==> src/rtl/ts_cap_pkg.sv <==
`timescale 1ns/1ps
// Package: shared read-map and status-word layout for the capture block.
// Assumes the time value is exactly two read words wide.
package ts_cap_pkg;

    // Fixed read addresses of the transmit register and status word
    localparam int ADDR_TX_LO  = 0;
    localparam int ADDR_TX_HI  = 1;
    localparam int ADDR_STATUS = 2;
    localparam int ADDR_RX0    = 4;

    // Status word bit positions
    localparam int STAT_TX_BIT   = 8;
    localparam int STAT_DROP_LSB = 16;

    // Low-word address of receive slot i
    function automatic int rx_lo_addr(input int i);
        return ADDR_RX0 + 2 * i;
    endfunction

    // High-word address of receive slot i (the read that unlocks it)
    function automatic int rx_hi_addr(input int i);
        return ADDR_RX0 + 2 * i + 1;
    endfunction

endpackage

==> src/rtl/ts_slot.sv <==
`timescale 1ns/1ps
// Module: one lock-until-read timestamp register.
// A capture is accepted only while the register is free; a release frees it.
// Release wins over capture in the same cycle because a locked register
// never accepts a capture. Callers must gate capture with their own grant.
module ts_slot #(
    parameter int TIME_W = 64
) (
    input  logic              clk,
    input  logic              rst_n,
    input  logic              cap_i,
    input  logic              rel_i,
    input  logic [TIME_W-1:0] time_i,
    output logic              valid_o,
    output logic [TIME_W-1:0] value_o
);

    logic              valid_q;
    logic [TIME_W-1:0] value_q;

    // Lock state and held value: free on release, latch on capture when free
    always_ff @(posedge clk) begin
        if (!rst_n) begin
            valid_q <= 1'b0;
            value_q <= '0;
        end else if (valid_q) begin
            if (rel_i) begin
                valid_q <= 1'b0;
            end
        end else if (cap_i) begin
            valid_q <= 1'b1;
            value_q <= time_i;
        end
    end

    assign valid_o = valid_q;
    assign value_o = value_q;

endmodule

==> src/rtl/ts_slot_alloc.sv <==
`timescale 1ns/1ps
// Module: lowest-index free slot picker.
// Pure combinational; reports all-ones index and found=0 when nothing is free.
// Assumes IDX_W is wide enough that all-ones is not a legal slot index.
module ts_slot_alloc #(
    parameter int N     = 4,
    parameter int IDX_W = 3
) (
    input  logic [N-1:0]     free_i,
    output logic [IDX_W-1:0] idx_o,
    output logic             found_o
);

    // Priority scan: highest index first so the lowest free one wins last
    always_comb begin
        found_o = 1'b0;
        idx_o   = '1;
        for (int i = N - 1; i >= 0; i--) begin
            if (free_i[i]) begin
                found_o = 1'b1;
                idx_o   = IDX_W'(i);
            end
        end
    end

endmodule

==> src/rtl/ts_drop_ctr.sv <==
`timescale 1ns/1ps
// Module: saturating event counter for receive events that found no slot.
// Holds at all-ones; cleared only by reset.
module ts_drop_ctr #(
    parameter int W = 8
) (
    input  logic         clk,
    input  logic         rst_n,
    input  logic         inc_i,
    output logic [W-1:0] count_o
);

    logic [W-1:0] count_q;

    // Count up on each drop until the maximum value
    always_ff @(posedge clk) begin
        if (!rst_n) begin
            count_q <= '0;
        end else if (inc_i && (count_q != '1)) begin
            count_q <= count_q + W'(1);
        end
    end

    assign count_o = count_q;

endmodule

==> src/rtl/ts_read_mux.sv <==
`timescale 1ns/1ps
// Module: word read multiplexer over the transmit register, status word
// and receive slots. Combinational; returns 0 when idle or unmapped.
// Assumes TIME_W == 2*WORD_W.
module ts_read_mux
    import ts_cap_pkg::*;
#(
    parameter int RX_SLOTS = 4,
    parameter int TIME_W   = 64,
    parameter int WORD_W   = 32,
    parameter int ADDR_W   = 4
) (
    input  logic                       rd_en_i,
    input  logic [ADDR_W-1:0]          rd_addr_i,
    input  logic [TIME_W-1:0]          tx_value_i,
    input  logic [RX_SLOTS*TIME_W-1:0] rx_values_i,
    input  logic [WORD_W-1:0]          status_i,
    output logic [WORD_W-1:0]          data_o
);

    // Address decode and word select
    always_comb begin
        data_o = '0;
        if (rd_en_i) begin
            if (rd_addr_i == ADDR_W'(ADDR_TX_LO)) begin
                data_o = tx_value_i[WORD_W-1:0];
            end else if (rd_addr_i == ADDR_W'(ADDR_TX_HI)) begin
                data_o = tx_value_i[TIME_W-1:WORD_W];
            end else if (rd_addr_i == ADDR_W'(ADDR_STATUS)) begin
                data_o = status_i;
            end
            for (int i = 0; i < RX_SLOTS; i++) begin
                if (rd_addr_i == ADDR_W'(rx_lo_addr(i))) begin
                    data_o = rx_values_i[i*TIME_W +: WORD_W];
                end else if (rd_addr_i == ADDR_W'(rx_hi_addr(i))) begin
                    data_o = rx_values_i[i*TIME_W+WORD_W +: WORD_W];
                end
            end
        end
    end

endmodule

==> src/rtl/ts_capture_slots.sv <==
`timescale 1ns/1ps
// Module: packet timestamp capture top.
// One transmit register and RX_SLOTS receive slots, each locked from capture
// until its high word is read. Receive events take the lowest free slot,
// whose index is reported in the event cycle; with no free slot the index is
// all-ones and a saturating drop counter increments. Occupancy seen by an
// event is the value before any release in the same cycle.
// Assumes TIME_W == 2*WORD_W and STAT_DROP_LSB + DROP_W <= WORD_W.
module ts_capture_slots
    import ts_cap_pkg::*;
#(
    parameter  int RX_SLOTS = 4,
    parameter  int TIME_W   = 64,
    parameter  int WORD_W   = 32,
    parameter  int DROP_W   = 8,
    localparam int IDX_W    = $clog2(RX_SLOTS) + 1,
    localparam int ADDR_W   = $clog2(ADDR_RX0 + 2 * RX_SLOTS)
) (
    input  logic                clk,
    input  logic                rst_n,
    input  logic [TIME_W-1:0]   time_ns,
    input  logic                tx_event,
    input  logic                rx_event,
    input  logic                irq_en,
    input  logic                rd_en,
    input  logic [ADDR_W-1:0]   rd_addr,
    output logic [WORD_W-1:0]   rd_data,
    output logic [IDX_W-1:0]    rx_slot_idx,
    output logic                rx_idx_valid,
    output logic                tx_irq,
    output logic [RX_SLOTS-1:0] rx_status,
    output logic                tx_status,
    output logic [DROP_W-1:0]   drop_count
);

    logic [RX_SLOTS-1:0]        rx_valid;
    logic [RX_SLOTS-1:0]        rx_cap;
    logic [RX_SLOTS-1:0]        rx_rel;
    logic [RX_SLOTS*TIME_W-1:0] rx_values;
    logic [IDX_W-1:0]           grant_idx;
    logic                       grant_ok;
    logic                       tx_valid;
    logic                       tx_rel;
    logic [TIME_W-1:0]          tx_value;
    logic [DROP_W-1:0]          drops;
    logic [WORD_W-1:0]          status_word;

    // Slot allocation over the current (pre-release) occupancy
    ts_slot_alloc #(
        .N     (RX_SLOTS),
        .IDX_W (IDX_W)
    ) u_alloc (
        .free_i  (~rx_valid),
        .idx_o   (grant_idx),
        .found_o (grant_ok)
    );

    // Receive slots with per-slot grant and high-word release decode
    for (genvar g = 0; g < RX_SLOTS; g++) begin : g_rx
        assign rx_cap[g] = rx_event && grant_ok && (grant_idx == IDX_W'(g));
        assign rx_rel[g] = rd_en && (rd_addr == ADDR_W'(rx_hi_addr(g)));

        ts_slot #(
            .TIME_W (TIME_W)
        ) u_slot (
            .clk     (clk),
            .rst_n   (rst_n),
            .cap_i   (rx_cap[g]),
            .rel_i   (rx_rel[g]),
            .time_i  (time_ns),
            .valid_o (rx_valid[g]),
            .value_o (rx_values[g*TIME_W +: TIME_W])
        );
    end

    // Transmit capture register, released by its high-word read
    assign tx_rel = rd_en && (rd_addr == ADDR_W'(ADDR_TX_HI));

    ts_slot #(
        .TIME_W (TIME_W)
    ) u_tx (
        .clk     (clk),
        .rst_n   (rst_n),
        .cap_i   (tx_event),
        .rel_i   (tx_rel),
        .time_i  (time_ns),
        .valid_o (tx_valid),
        .value_o (tx_value)
    );

    // Drop counter for receive events that found every slot full
    ts_drop_ctr #(
        .W (DROP_W)
    ) u_drop (
        .clk     (clk),
        .rst_n   (rst_n),
        .inc_i   (rx_event && !grant_ok),
        .count_o (drops)
    );

    // Read-only status word assembly
    always_comb begin
        status_word = '0;
        status_word[RX_SLOTS-1:0] = rx_valid;
        status_word[STAT_TX_BIT] = tx_valid;
        status_word[STAT_DROP_LSB +: DROP_W] = drops;
    end

    // Software read port
    ts_read_mux #(
        .RX_SLOTS (RX_SLOTS),
        .TIME_W   (TIME_W),
        .WORD_W   (WORD_W),
        .ADDR_W   (ADDR_W)
    ) u_rmux (
        .rd_en_i     (rd_en),
        .rd_addr_i   (rd_addr),
        .tx_value_i  (tx_value),
        .rx_values_i (rx_values),
        .status_i    (status_word),
        .data_o      (rd_data)
    );

    // Event-cycle index report and output flags
    assign rx_idx_valid = rx_event && grant_ok;
    assign rx_slot_idx  = rx_idx_valid ? grant_idx : '1;
    assign tx_irq       = irq_en && tx_valid;
    assign rx_status    = rx_valid;
    assign tx_status    = tx_valid;
    assign drop_count   = drops;

endmodule

==> config.mk <==
export PLATFORM = sky130hd
export DESIGN_NAME = ts_capture_slots
export DESIGN_NICKNAME = d
export VERILOG_FILES = /design/src/rtl/ts_cap_pkg.sv /design/src/rtl/ts_slot.sv /design/src/rtl/ts_slot_alloc.sv /design/src/rtl/ts_drop_ctr.sv /design/src/rtl/ts_read_mux.sv /design/src/rtl/ts_capture_slots.sv
export SDC_FILE = /design/constraint.sdc
export NUM_CORES = 1
export LEC_CHECK = 0
export ABC_CLOCK_PERIOD_IN_PS = 1850
export BUFFER_PORTS_ARGS = -buffer_cell sky130_fd_sc_hd__buf_2
export CAP_MARGIN = 20
export CELL_PAD_IN_SITES_DETAIL_PLACEMENT = 1
export CELL_PAD_IN_SITES_GLOBAL_PLACEMENT = 1
export CORE_MARGIN = 2
export CORE_UTILIZATION = 42
export DETAILED_ROUTE_END_ITERATION = 12
export GPL_ROUTABILITY_DRIVEN = 0
export PLACE_DENSITY_LB_ADDON = 0.05
export SYNTH_ARGS = -nofsm -noshare
export SYNTH_HDL_FRONTEND = slang
export SYNTH_HIERARCHICAL = 1
export SYNTH_SLANG_ARGS = --single-unit
==> constraint.sdc <==
create_clock -name clk -period 1.85 [get_ports clk]
set_input_delay 0.0925 -clock clk [delete_from_list [all_inputs] [get_ports clk]]
set_output_delay 0.0925 -clock clk [all_outputs]
set_load 0.02 [all_outputs]
==> results.tsv <==
stage	metric	value	unit
worst_setup_path	endpoint_kind	register	
worst_setup_path	cp_top_family	buffers and inverters	
worst_setup_path	critPathKind	reg2reg	
sta	fin_setup_tns	-32.35	ns
floorplan	coreArea	0.0418	sq mm
sta	slew_violations	0	
global_routing	grt_pass1_vias	17300	
sta	max_slew.worst_pin.slew	0.524	ns
detailed_routing	avgViaCountPerCell	5.73	
power_and_ir_drop	p_seq_frac	0.413	
power_and_ir_drop	netSwitchingPower	5.39	mW
worst_setup_path	r2r_slack	-0.25	ns
clock_tree	cts_max_level	2	
floorplan	die_width	209	um
sta	finalSetupViolations	278	
power_and_ir_drop	combPwrFrac	0.184	
sta	period_share	1.13	
sta	fmax	476	MHz
worst_setup_path	cp.arrival	2.55	ns
final_layout	areaGrowthSynthToFinish	35.1	%
final_layout	seqCellArea	0.00674	sq mm
floorplan	initial_core_util	0.424	
yosys	ys_ff_latch	333	
place	io_buffers	123	
final_layout	antenna_cells	0	
worst_setup_path	crit_path_top_delay_cell	dfxtp_4	
worst_hold_path	worst_hold_startpoint	rx_event	
floorplan	die_height	209	um
yosys	syn_inst	2097	
clock_tree	clkSinkCount	333	
final_layout	nets	2495	
worst_setup_path	critPathMaxFanout	8	
power_and_ir_drop	p_int	13.2	mW
status	violations	setup timing	
yosys	ys_async_sr_fraction	0	
yosys	avgSynthCellArea	8.44	sq um
flow_run	cap_violations	0	
floorplan	rows	75	
clock_tree	clock_latency	0.56	ns
global_routing	antenna_found_initial	1	
power_and_ir_drop	p_clk_frac	0.403	
clock_tree	cts_tree	yes	
detailed_routing	drc_errors	0	
global_routing	overflow	0	
clock_tree	numCtsBuffers	40	
sta	relSlewSlack	0.651	
power_and_ir_drop	power_density	777	mW/mm^2
global_routing	grt.total_usage	0.321	
power_and_ir_drop	sw_frac_of_total	0.290	
yosys	yosysWarnings	6	
status	status	finished with violations	
place	dp_hpwl	44900	um
worst_setup_path	r2r-start	g_rx[1].u_slot/valid_o	
worst_setup_path	worstPathCellList	inv_6, nor4_4, buf_6, buf_6, nor4b_4, nor2b_4, buf_12, buf_12, buf_16, mux2i_1	
worst_setup_path	worst-endpoint-required	2.31	ns
sta	finalCriticalPeriod	2.10	ns
yosys	synth_area	0.0177	sq mm
final_layout	fillers	4791	
sta	postLayoutSetupSlackWorst	-0.249	ns
clock_tree	cts-root-buf	clkbuf_16	
yosys	synth-seq-area-share	0.377	
power_and_ir_drop	vdd.ir_drop.worst	0.000521	V
detailed_routing	antenna_left	0	
global_routing	grt_max_degree	80	
clock_tree	clockBufferDepth	3	
detailed_routing	drtPass1Iterations	5	
clock_tree	path_clk_slew	0.06	ns
floorplan	dieArea	0.0438	sq mm
place	placed_area	0.0196	sq mm
final_layout	drive_above_1_share	0.267	
sta	skew	0.00806	ns
floorplan	ioPinCount	124	
power_and_ir_drop	p_leak	9.46	nW
worst_setup_path	cp-start-kind	register	
worst_setup_path	max_stage_delay	0.36	ns
detailed_routing	drtIter0Drc	1468	
yosys	ys.flop_type	dfxtp_1	
detailed_routing	wl_per_cell	24.7	um
detailed_routing	vias	17100	
yosys	synth-edff-count	0	
yosys	synth_cell_types	64	
final_layout	most-common-layout-cells	nand2_1, mux2i_1, dfxtp_1	
worst_setup_path	crit_buf_inv	6	
final_layout	multi_input_area	0.0106	sq mm
sta	hold_viol	0	
worst_hold_path	worstHoldPathType	in2reg	
worst_setup_path	critPathLaunch	g_rx[1].u_slot/valid_o	
detailed_routing	routed_wl	73600	um
global_routing	grt_first_pass_wirelength	107000	um
final_layout	design_area	0.0239	sq mm
final_layout	layout_commonest_cell	nand2_1	
sta	rsz0062_at_grt	true	
through the flow:
| step | instances | power (mW) | setup WS, ns | util | hold WS (ns) |
|---|---|---|---|---|---|
| floorplan | 2116 | 9.41 | -0.0293 | - | 0.235 |
| global placement | 2791 | 10.3 | -0.150 | 0.468 | 0.359 |
| detailed placement | 2791 | 10.4 | -0.177 | 0.468 | 0.374 |
| CTS | 2966 | 18.4 | -0.255 | 0.560 | 0.111 |
| global route | 2985 | 19.2 | -0.342 | 0.572 | 0.147 |
| finish | 2985 | 18.6 | -0.249 | 0.572 | 0.144 |
worst reg2reg max path, cell delays in order, from the launching register on:
cell and delay [ns]:
dfxtp_4 0.36, inv_6 0.08, nor4_4 0.05, buf_6 0.13, buf_6 0.11, nor4b_4 0.30, nor2b_4 0.26, buf_12 0.16
buf_12 0.13, buf_16 0.14, mux2i_1 0.28
per-layer routing:
| layer | vias up | global-route usage | share of wire |
|---|---|---|---|
| met5 | - | 0 | 0.00018 |
| met4 | 2 | 0.0855 | 0.021 |
| met3 | 104 | 0.0745 | 0.069 |
| met2 | 518 | 0.489 | 0.44 |
| met1 | 8627 | 0.454 | 0.47 |
| li1 | 7847 | - | - |
sequential cells by signal (all words and copies together) (netlist names):
name,cells
u_tx/valid_o,1
g_rx.u_slot/value_o,256
u_tx/value_o,64
g_rx.u_slot/valid_o,4
u_drop/count_o,8
power groups by stage:
| stage | registers, mW | clock network [mW] | logic, mW |
|---|---|---|---|
| floorplan | 7.74 | 0 | 1.67 |
| global placement | 7.78 | 0 | 2.55 |
| detailed placement | 7.79 | 0 | 2.62 |
| CTS | 7.65 | 7.57 | 3.19 |
| global route | 7.69 | 7.88 | 3.60 |
| finish | 7.67 | 7.50 | 3.42 |
final timing paths:
| path | endpoint | cells after the start |
|---|---|---|
| worst min-delay path | g_rx[0].u_slot/valid_o | 5 |
| worst max-delay path | g_rx[2].u_slot/value_o[62] | 10 |
| worst min register to register | g_rx[2].u_slot/value_o[16] | 2 |
| worst max register to register | g_rx[2].u_slot/value_o[62] | 10 |
kinds of logic (layout without fill, tap and decap cells):
family                   count (synthesis)  in the layout  share of synthesized area
adder cells (fa/ha/maj)                  1              1                   0.000707
other                                    1             20                   0.000212
AO/OA/AOI/OAI                          364            364                      0.142
AND/OR/NAND/NOR                        857            857                      0.197
flip-flops                             333            333                      0.377
buffers and inverters                  196            526                     0.0880
multiplexers                           345            345                      0.196
area by class of cell:
class / count / area share
clock buffer: 59 / 0.0478
multi-input combinational: 1587 / 0.444
sequential: 333 / 0.282
inverter: 17 / 0.00330
timing repair buffer: 441 / 0.192
clock inverter: 9 / 0.00199
tap: 539 / 0.0282
cells in the mapped netlist, types with 2 or more instances:
| cell type | instances | area [sq um] |
|---|---|---|
| a211oi_1 | 20 | 150 |
| nand3_1 | 5 | 25.0 |
| a21oi_1 | 55 | 275 |
| nor2_4 | 3 | 33.8 |
| buf_2 | 101 | 505 |
| a31oi_1 | 32 | 200 |
| o21ai_0 | 61 | 305 |
| a22o_1 | 2 | 17.5 |
| o221ai_1 | 22 | 193 |
| o211ai_1 | 9 | 67.6 |
| nand2b_1 | 13 | 81.3 |
| a311oi_1 | 2 | 17.5 |
| buf_4 | 17 | 128 |
| buf_12 | 35 | 701 |
| a221o_1 | 20 | 200 |
| or2_2 | 4 | 25.0 |
| nand2_2 | 2 | 12.5 |
| nor3_1 | 3 | 15.0 |
| mux2_2 | 6 | 67.6 |
| nor2b_4 | 5 | 68.8 |
| o22ai_1 | 49 | 307 |
| buf_6 | 8 | 90.1 |
| mux2i_1 | 339 | 3390 |
| nor4b_1 | 2 | 17.5 |
| nor2b_1 | 6 | 37.5 |
| nand3b_1 | 2 | 15.0 |
| inv_2 | 2 | 7.51 |
| inv_1 | 14 | 52.6 |
| o21bai_1 | 2 | 15.0 |
| o211a_1 | 28 | 280 |
| o31a_1 | 2 | 17.5 |
| a21boi_0 | 22 | 165 |
| clkbuf_1 | 18 | 67.6 |
| dfxtp_1 | 333 | 6670 |
| a2bb2oi_1 | 22 | 193 |
| or3_1 | 4 | 25.0 |
| nand4_1 | 2 | 12.5 |
| o21ai_1 | 9 | 45.0 |
| nor2_1 | 57 | 214 |
| and3_1 | 2 | 12.5 |
| nand2_1 | 734 | 2760 |
what timing repair did:
item                       CTS  global route
gates resized for setup    277           141
setup endpoints to repair  290           290
hold buffers                67             0
pin swaps                   84            61
setup buffers               34            33
hold endpoints to repair   329             0
cloned                      21             7
Power figures use the tool's default switching activity.
